`src/rtl/ocs_pkg.sv`:
```
`timescale 1ns/1ps
package ocs_pkg;
  localparam int MAXS  = 16;
  localparam int IDX_W = 4;

  typedef logic [IDX_W-1:0] idx_t;

  typedef struct packed {
    logic hit;
    idx_t idx;
  } pick_t;

  // lowest set bit of the mask
  function automatic pick_t pick_lowest(logic [MAXS-1:0] en);
    pick_t r;
    r = '0;
    for (int k = MAXS-1; k >= 0; k--)
      if (en[k]) begin
        r.hit = 1'b1;
        r.idx = idx_t'(k);
      end
    return r;
  endfunction

  // nearest set bit strictly above cur
  function automatic pick_t pick_above(logic [MAXS-1:0] en, idx_t cur);
    pick_t r;
    r = '0;
    for (int k = MAXS-1; k >= 0; k--)
      if (en[k] && k > int'(cur)) begin
        r.hit = 1'b1;
        r.idx = idx_t'(k);
      end
    return r;
  endfunction

  // nearest set bit strictly below cur
  function automatic pick_t pick_below(logic [MAXS-1:0] en, idx_t cur);
    pick_t r;
    r = '0;
    for (int k = 0; k < MAXS; k++)
      if (en[k] && k < int'(cur)) begin
        r.hit = 1'b1;
        r.idx = idx_t'(k);
      end
    return r;
  endfunction

  // terminal count of the divider: 2^(nst-1-cur) - 1
  function automatic logic [MAXS-1:0] div_last(int nst, idx_t cur);
    int sh;
    logic [MAXS-1:0] one;
    one = 1;
    sh  = nst - 1 - int'(cur);
    if (sh < 0) sh = 0;
    return (one << sh) - one;
  endfunction
endpackage

```
`src/rtl/ocs_thr_bank.sv`:
```
`timescale 1ns/1ps
module ocs_thr_bank
  import ocs_pkg::*;
#(
  parameter int NST   = 10,
  parameter int OCC_W = 8
) (
  input  logic                          clk,
  input  logic                          rst_n,
  input  logic                          wr_en,
  input  idx_t                          wr_idx,
  input  logic [OCC_W-1:0]              wr_val,
  output logic [NST-2:0][OCC_W-1:0]     thr_q
);
  for (genvar g = 0; g < NST-1; g++) begin : g_thr
    logic hit_w;
    assign hit_w = wr_en && (wr_idx == idx_t'(g));

    always_ff @(posedge clk or negedge rst_n) begin
      if (!rst_n)     thr_q[g] <= '1;
      else if (hit_w) thr_q[g] <= wr_val;
    end

    // a write lands in the addressed slot by the next edge
    a_r2_write_lands: assert property (@(posedge clk) disable iff (!rst_n)
      (wr_en && wr_idx == idx_t'(g)) |=> thr_q[g] == $past(wr_val));
  end
endmodule

```
`src/rtl/ocs_step_ctrl.sv`:
```
`timescale 1ns/1ps
module ocs_step_ctrl
  import ocs_pkg::*;
#(
  parameter int NST   = 10,
  parameter int OCC_W = 8
) (
  input  logic                      clk,
  input  logic                      rst_n,
  input  logic [OCC_W-1:0]          occ,
  input  logic [NST-2:0][OCC_W-1:0] thr_q,
  input  logic [NST-1:0]            en,
  output idx_t                      cur_q,
  output logic                      cur_chg,
  output logic                      ev_up,
  output logic                      ev_dn,
  output logic                      ev_align
);
  logic [MAXS-1:0] en_w;
  pick_t           lo_any, up_p, dn_p;
  logic [OCC_W-1:0] thr_cur, thr_dn;
  logic            cur_on;
  idx_t            nxt;

  always_comb begin
    en_w = '0;
    en_w[NST-1:0] = en;
  end

  assign lo_any = pick_lowest(en_w);
  assign up_p   = pick_above(en_w, cur_q);
  assign dn_p   = pick_below(en_w, cur_q);
  assign cur_on = en_w[cur_q];

  always_comb begin
    thr_cur = '1;
    thr_dn  = '1;
    for (int k = 0; k < NST-1; k++) begin
      if (cur_q == idx_t'(k))    thr_cur = thr_q[k];
      if (dn_p.idx == idx_t'(k)) thr_dn  = thr_q[k];
    end
  end

  // named decision events
  assign ev_align = !cur_on && lo_any.hit;
  assign ev_up    = cur_on && up_p.hit && (occ > thr_cur);
  assign ev_dn    = cur_on && !ev_up && dn_p.hit && (occ <= thr_dn);
  assign cur_chg  = ev_align || ev_up || ev_dn;

  always_comb begin
    nxt = cur_q;
    if (ev_align)   nxt = lo_any.idx;
    else if (ev_up) nxt = up_p.idx;
    else if (ev_dn) nxt = dn_p.idx;
  end

  always_ff @(posedge clk or negedge rst_n) begin
    if (!rst_n) cur_q <= '0;
    else        cur_q <= nxt;
  end

  a_r3_up_raises: assert property (@(posedge clk) disable iff (!rst_n)
    ev_up |=> cur_q > $past(cur_q));

  a_r4_dn_lowers: assert property (@(posedge clk) disable iff (!rst_n)
    ev_dn |=> cur_q < $past(cur_q));

  a_r5_lands_enabled: assert property (@(posedge clk) disable iff (!rst_n)
    cur_chg |=> (en_w[cur_q] || !$stable(en)));

  a_r6_single_event: assert property (@(posedge clk) disable iff (!rst_n)
    $onehot0({ev_align, ev_up, ev_dn}));

  a_r9_in_range: assert property (@(posedge clk) disable iff (!rst_n)
    int'(cur_q) < NST);
endmodule

```
`src/rtl/ocs_rate_div.sv`:
```
`timescale 1ns/1ps
module ocs_rate_div
  import ocs_pkg::*;
#(
  parameter int NST = 10
) (
  input  logic clk,
  input  logic rst_n,
  input  idx_t cur,
  input  logic restart,
  output logic clk_en
);
  localparam int DIV_W = NST - 1;

  logic [DIV_W-1:0] cnt_q;
  logic [MAXS-1:0]  last_w;
  logic [MAXS-1:0]  cnt_w;

  assign last_w = div_last(NST, cur);

  always_comb begin
    cnt_w = '0;
    cnt_w[DIV_W-1:0] = cnt_q;
  end

  assign clk_en = (cnt_w == last_w);

  always_ff @(posedge clk or negedge rst_n) begin
    if (!rst_n)                  cnt_q <= '0;
    else if (restart || clk_en)  cnt_q <= '0;
    else                         cnt_q <= cnt_q + 1'b1;
  end

  a_r8_restart_clears: assert property (@(posedge clk) disable iff (!rst_n)
    restart |=> cnt_q == '0);

  a_r7_no_double_pulse: assert property (@(posedge clk) disable iff (!rst_n)
    (clk_en && !restart && int'(cur) != NST-1) |=> !clk_en);
endmodule

```
`src/rtl/occ_clk_sel.sv`:
```
`timescale 1ns/1ps
module occ_clk_sel
  import ocs_pkg::*;
#(
  parameter int NST   = 10,
  parameter int OCC_W = 8
) (
  input  logic             clk,
  input  logic             rst_n,
  input  logic [OCC_W-1:0] occ_level,
  input  logic             thr_wr_en,
  input  logic [3:0]       thr_wr_idx,
  input  logic [OCC_W-1:0] thr_wr_val,
  input  logic [NST-1:0]   state_mask,
  output logic             clk_en,
  output logic [3:0]       state_idx
);
  logic [NST-2:0][OCC_W-1:0] thr_q;
  idx_t cur_q;
  logic cur_chg, ev_up, ev_dn, ev_align;

  ocs_thr_bank #(.NST(NST), .OCC_W(OCC_W)) u_thr (
    .clk(clk), .rst_n(rst_n), .wr_en(thr_wr_en), .wr_idx(thr_wr_idx),
    .wr_val(thr_wr_val), .thr_q(thr_q)
  );

  ocs_step_ctrl #(.NST(NST), .OCC_W(OCC_W)) u_step (
    .clk(clk), .rst_n(rst_n), .occ(occ_level), .thr_q(thr_q), .en(state_mask),
    .cur_q(cur_q), .cur_chg(cur_chg), .ev_up(ev_up), .ev_dn(ev_dn),
    .ev_align(ev_align)
  );

  ocs_rate_div #(.NST(NST)) u_div (
    .clk(clk), .rst_n(rst_n), .cur(cur_q), .restart(cur_chg), .clk_en(clk_en)
  );

  assign state_idx = cur_q;

  // reset holds state 0 with no pulse
  a_r1_reset_quiet: assert property (@(posedge clk)
    !rst_n |=> (!rst_n -> (state_idx == 4'd0 && !clk_en)));
endmodule

```
`config.mk`:
```
export PLATFORM = sky130hd
export DESIGN_NAME = occ_clk_sel
export DESIGN_NICKNAME = d
export VERILOG_FILES = /design/src/rtl/ocs_pkg.sv /design/src/rtl/ocs_thr_bank.sv /design/src/rtl/ocs_step_ctrl.sv /design/src/rtl/ocs_rate_div.sv /design/src/rtl/occ_clk_sel.sv
export SDC_FILE = /design/constraint.sdc
export NUM_CORES = 1
export LEC_CHECK = 0
export CAP_MARGIN = 20
export CORE_MARGIN = 4
export CORE_UTILIZATION = 66
export CTS_CLUSTER_DIAMETER = 60
export CTS_CLUSTER_SIZE = 14
export DETAILED_ROUTE_END_ITERATION = 8
export DONT_BUFFER_PORTS = 1
export PLACE_DENSITY = 0.9
export SYNTH_ARGS = -nofsm -noshare
export SYNTH_HDL_FRONTEND = slang
export SYNTH_SLANG_ARGS = --single-unit
```
`constraint.sdc`:
```
create_clock -name clk -period 10.4 [get_ports clk]
set_input_delay 1.04 -clock clk [delete_from_list [all_inputs] [get_ports clk]]
set_output_delay 1.04 -clock clk [all_outputs]
set_load 0.05 [all_outputs]
```
Word-level counts from Yosys, hierarchy flattened
Index checks and enable logic that the tools add are counted.

Output and inout bits: 5. Flip-flop bits (word level): 85. Input bits: 33.

Shift-type cells: 1. Magnitude comparators: 23. Reduce and logical (&&, ||, !) cells: 43. Add/sub/neg operators: 3. Equal/unequal tests: 25. Mux-type cells: 54.

Operators by type and width (number): 5-bit 2-to-1 mux (29); 8-bit 2-to-1 mux (18); 4-bit by 3-bit == test with 1-bit output (second input constant) (12); 1-bit logical AND (34); 32-bit by 1-bit < comparator with 1-bit output (second input constant) (1); 32-bit 2-to-1 mux (1); 1-bit by 32-bit << shifter with 16-bit output (first input constant) (1); 4-bit by 2-bit == test with 1-bit output (second input constant) (6); 9-bit by 16-bit == test with 1-bit output (1); 3-bit by 4-bit > comparator with 1-bit output (first input constant) (4); 3-bit by 4-bit < comparator with 1-bit output (first input constant) (4); 16-bit by 1-bit subtractor with 16-bit output (second input constant) (1); 4-bit by 1-bit == test with 1-bit output (second input constant) (3); 4-bit == test (second input constant) (3); 4-bit logical NOT (3); 4-bit 2-to-1 mux (3); 9-bit by 1-bit adder with 9-bit output (second input constant) (1); 9-bit 2-to-1 mux (1); 2-bit by 4-bit > comparator with 1-bit output (first input constant) (2); 4-bit > comparator (first input constant) (2); 8-bit > comparator (1); 8-bit less-or-equal comparator (1); 1-bit by 4-bit < comparator with 1-bit output (first input constant) (2); 2-bit by 4-bit < comparator with 1-bit output (first input constant) (2); 9 further kinds (13).

Logic depth before layout (Yosys ltp)
Word-level depth: 27. Mapped depth: 23.

Hierarchy
Synthesis repeated with hierarchy kept, for this count alone.

Cells, all modules: 672. Area total of the unflattened synthesis: 6696.4 um2.

Modules (own cells, without submodules): ocs_thr_bank (instances 1, area each 2889.0 um2, cells an instance 161, seq. area each 1891.8 um2); ocs_step_ctrl (instances 1, area each 2860.2 um2, cells an instance 411, seq. area each 100.1 um2); ocs_rate_div (instances 1, area each 947.2 um2, cells an instance 100, seq. area each 225.2 um2).

Least setup slack after synthesis
Ideal clock, no wire load.

Path kind: reg-to-output. Start: register u_step.cur_q[1]. End: output port clk_en. Path slack: 5.522 ns. Arrival time: 3.838 ns. Path buffers: 3. Stages on the path, launching flop included: 16. Cells stage by stage: dfrtp_1 > buf_4 > buf_6 > inv_1 > ha_1 > inv_1 > ha_1 > clkbuf_1 > nand2b_1 > o21a_1 > ha_1 > nor3b_1 > a22oi_1 > a2bb2oi_1 > xnor2_1 > a2111oi_4.

Longest elaborated chain between the ends: 6.

Ends and longest elaborated chain: from (decl) (line ocs_step_ctrl.sv:13) `output idx_t cur_q,`; from (signal assigned) (line ocs_step_ctrl.sv:59) `else cur_q <= nxt;`; 4-bit by 4-bit subtractor with 5-bit output (*) (line ocs_pkg.sv:54) `sh = nst - 1 - int'(cur);`; 32-bit by 1-bit < comparator with 1-bit output (line ocs_pkg.sv:55) `if (sh < 0) sh = 0;`; 32-bit 2-to-1 mux (*) (line ocs_pkg.sv:55); 1-bit by 32-bit << shifter with 16-bit output (*) (line ocs_pkg.sv:56) `return (one << sh) - one;`; 16-bit by 1-bit subtractor with 16-bit output (*) (line ocs_pkg.sv:56); 9-bit by 16-bit == test with 1-bit output (*) (line ocs_rate_div.sv:26) `assign clk_en = (cnt_w == last_w);`; to (decl) (line occ_clk_sel.sv:15) `output logic clk_en,`.

Every way passes the cells marked *; elsewhere a longest branch is shown, timed or not.

Worst setup path after layout
Same ends and word-level chain as after synthesis.

==> flow_metrics.py <==
metrics = {
    "worst_setup_path": {
        "crit_fanout": 11,
        "reg2reg_setup_slack_ps": 5350,
        "path_delay_family": "compound AO/OA/AOI/OAI gates",
        "cpPeakStageDelay_ps": 930,
        "cp_slowest_cell": "a2111oi_4",
        "r2r_end": "u_step.cur_q[0]",
        "cp-start-kind": "register",
        "cp_common_cell": "ha_1",
        "critical_path.reg2reg.startpoint": "u_step.cur_q[3]",
        "endpoint_kind": "primary output",
        "required_ps": 9360,
        "reg2regPathDepth": 16,
        "cp.arrival_ps": 4120,
        "cp_cell_sequence": "inv_1 -> ha_1 -> inv_1 -> ha_1 -> nand2b_1 -> o21a_1 -> ha_1 -> nor3b_1 -> a22oi_1 -> a2bb2oi_1 -> xnor2_1 -> a2111oi_4",
        "cp_num_buf_inv": 2,
        "critPathKind": "register to primary output",
    },
    "power": {
        "internal_power_mw": 1.12,
        "p_comb_share_pct": 63.7,
        "sw_frac_of_total_pct": 46.4,
        "powerDensity_mw_per_mm2": 327,
        "switchingPower_mw": 0.967,
        "p_leak_nw": 2.46,
        "power_frac_clock_pct": 10.5,
        "ir_drop_mv": 0.134,
        "power_mw": 2.09,
        "seqPwrFrac_pct": 25.7,
    },
    "grt": {
        "grt_pass1_vias": 5146,
        "antenna_found_initial": 0,
        "grt_max_degree": 86,
        "grt_pass1_wl_mm": 26.7,
        "track_usage_pct": 30.3,
        "gr-total-overflow": 0,
    },
    "place": {
        "pre_cts_ws_ps": 5480,
        "place_hpwl_mm": 12.2,
        "numPortBuffers": 0,
        "gp_congestion": 1.02,
        "postPlaceCellArea_mm2": 0.00619,
    },
    "floorplanning": {
        "io_pins": 38,
        "die_h_um": 105,
        "coreArea_mm2": 0.00920,
        "dieArea_mm2": 0.0110,
        "die_w_um": 105,
        "fp-row-count": 35,
        "initial_utilization_pct": 67.2,
    },
    "cts": {
        "clock-sinks": 85,
        "cts.clk_slew.worst_paths_ps": 90,
        "cts_hold_buf": 0,
        "clock_latency_ps": 380,
        "htree_levels": 3,
        "cts_setup_buffers": 0,
        "clockBufferDepth": 2,
        "cts-root-buf": "clkbuf_8",
        "cts_tree": "yes",
        "cts_buffers": 9,
        "cts_resized": 0,
    },
    "final_layout": {
        "multi_input_comb_area_mm2": 0.00375,
        "num-nets-final": 655,
        "drive_above_1_share_pct": 32.5,
        "n_fill_cell": 660,
        "antenna_cells": 0,
        "syn_to_final_growth_pct": 3.10,
        "regArea_mm2": 0.00222,
        "stdcell_area_mm2": 0.00637,
    },
    "drt": {
        "routed_via_density": 7.33,
        "via_count": 5238,
        "drc": 0,
        "wl_per_cell_um": 22.9,
        "ant_nets": 0,
        "drtPass1Iterations": 7,
        "finalWirelength_mm": 16.4,
        "first_iter_violations": 534,
    },
    "yosys": {
        "synth-edff-count": 0,
        "syn_nets": 669,
        "synthTopCellsByCount": "73 x mux2_2, 72 x dfstp_2, 40 x nor2_1",
        "syn_area_mm2": 0.00618,
        "ys_async_sr_fraction_pct": 100,
        "ys_seq_area_share_pct": 35.9,
        "yosysTopAreaCell": "dfstp_2",
        "synth.ff_latch_count": 85,
        "ys.flop_type": "dfstp_2",
        "avgSynthCellArea_um2": 10.1,
        "yosysMostFrequentCell": "mux2_2",
        "synth_cells": 613,
        "synth_top_area_share_pct": 30.6,
        "yosys_warnings": 0,
        "synth_cell_types": 90,
        "synthTopCellsByArea": "dfstp_2 31%, mux2_2 13%, dfrtp_1 5.3%, ha_1 4.7%, a21oi_1 2.6%",
    },
    "timing": {
        "worst_pin_slew_ps": 1020,
        "min_period_ps": 5160,
        "hold_violations": 0,
        "fmax_ghz": 0.194,
        "rsz0062_at_grt": "no",
        "setup_ws_ps": 5240,
        "maxSlewHeadroom_pct": 31.7,
        "fin_worst_skew_ps": 13.9,
        "tns_ps": 0,
        "period_share_pct": 49.6,
        "hold_slack_ps": 345,
        "final-max-slew-violation-count": 0,
        "finalSetupViolCount": 0,
    },
    "run": {
        "drv_cap": 0,
    },
    "outcome": {
        "run_status": "finished, final reports clean",
    },
    "worst_hold_path": {
        "hp-class": "input port to async pin",
    },
}
[registers in the layout, indices dropped and copies added, names as in the netlist]
register / cells
u_thr.thr_q: 72
u_div.cnt_q: 9
u_step.cur_q: 4
[routing by layer]
metal  part of all wire (%)  track usage, %  up-vias
li1                       -               -     2332
met1                     38            37.9     2534
met2                     48            50.0      302
met3                    9.3            6.24       70
met4                    4.3            14.4        0
met5                      0               0        -
[area by class of cell]
cell class | count | area share [%]
Clock inverter | 6 | 0.726
Timing Repair Buffer | 5 | 0.589
Multi-Input combinational cell | 487 | 58.9
Tap cell | 111 | 2.18
Sequential cell | 85 | 34.8
Clock buffer | 10 | 2.16
Inverter | 11 | 0.648
[worst max-delay path by stage]
stage                               start              end  slack (ps)  depth (start not counted)
final                     u_step.cur_q[1]           clk_en        5240                         12
after global routing      u_step.cur_q[1]           clk_en        5020                         12
after CTS                 u_step.cur_q[1]           clk_en        5270                         12
after detailed placement  u_step.cur_q[3]  u_step.cur_q[0]        5480                         16
after global placement    u_step.cur_q[3]  u_step.cur_q[0]        5580                         16
after floorplan           u_step.cur_q[1]           clk_en        5520                         15
[worst reg2reg max path: stages (launching register included)]
cell and delay [ps]:
dfrtp_1 790, buf_4 440, nor2_1 190, a221oi_2 420, o2111ai_2 220, nand2_2 410
mux2i_1 130, and2_0 170, o41a_1 430, ha_1 300, a21o_1 160, a21oi_1 150
nand2_1 90, a221o_1 310, a211o_2 370, mux2_2 310, a21oi_2 130
[power by group through the flow]
stage | registers, mW | clock network (mW) | logic, mW
floorplan | 0.529 | 0 | 1.05
global placement | 0.533 | 0 | 1.25
detailed placement | 0.538 | 0 | 1.30
CTS | 0.532 | 0.223 | 1.30
global route | 0.545 | 0.237 | 1.45
finish | 0.536 | 0.220 | 1.33
[metrics by stage]
step,utilization [%],cells
2_1_floorplan,-,613
3_3_place_gp,67.3,699
3_5_place_dp,67.3,699
4_1_cts,69.3,715
5_1_grt,69.3,715
6_report,69.3,715
[cells by family after synthesis]
logic type / count (synthesis) / share of synthesized area (%)
AO/OA/AOI/OAI: 187 / 22.6
AND/OR/NAND/NOR: 176 / 15.5
multiplexers: 86 / 15.5
flip-flops: 85 / 35.9
buffers and inverters: 41 / 3.48
adder cells (fa/ha/maj): 23 / 4.66
XOR/XNOR: 15 / 2.35
[placed cells by master (no fill, tap or decap), types with 6 or more instances in the layout]
cell type,n
inv_1,11
a211o_1,6
or3_1,10
mux2i_1,11
xor2_1,7
mux2_2,73
nor3_1,6
dfrtp_1,13
dfstp_2,72
nand4_1,6
and3_1,6
o21a_1,6
o22ai_1,18
nand2_1,37
ha_1,23
a31oi_1,10
xnor2_1,7
clkbuf_8,10
nand3_1,13
a21oi_1,32
nor2b_1,6
nor2_1,40
o221ai_1,18
o21ai_0,25
nand2b_1,13
and2_1,6
(Power assumes the default switching activity.)
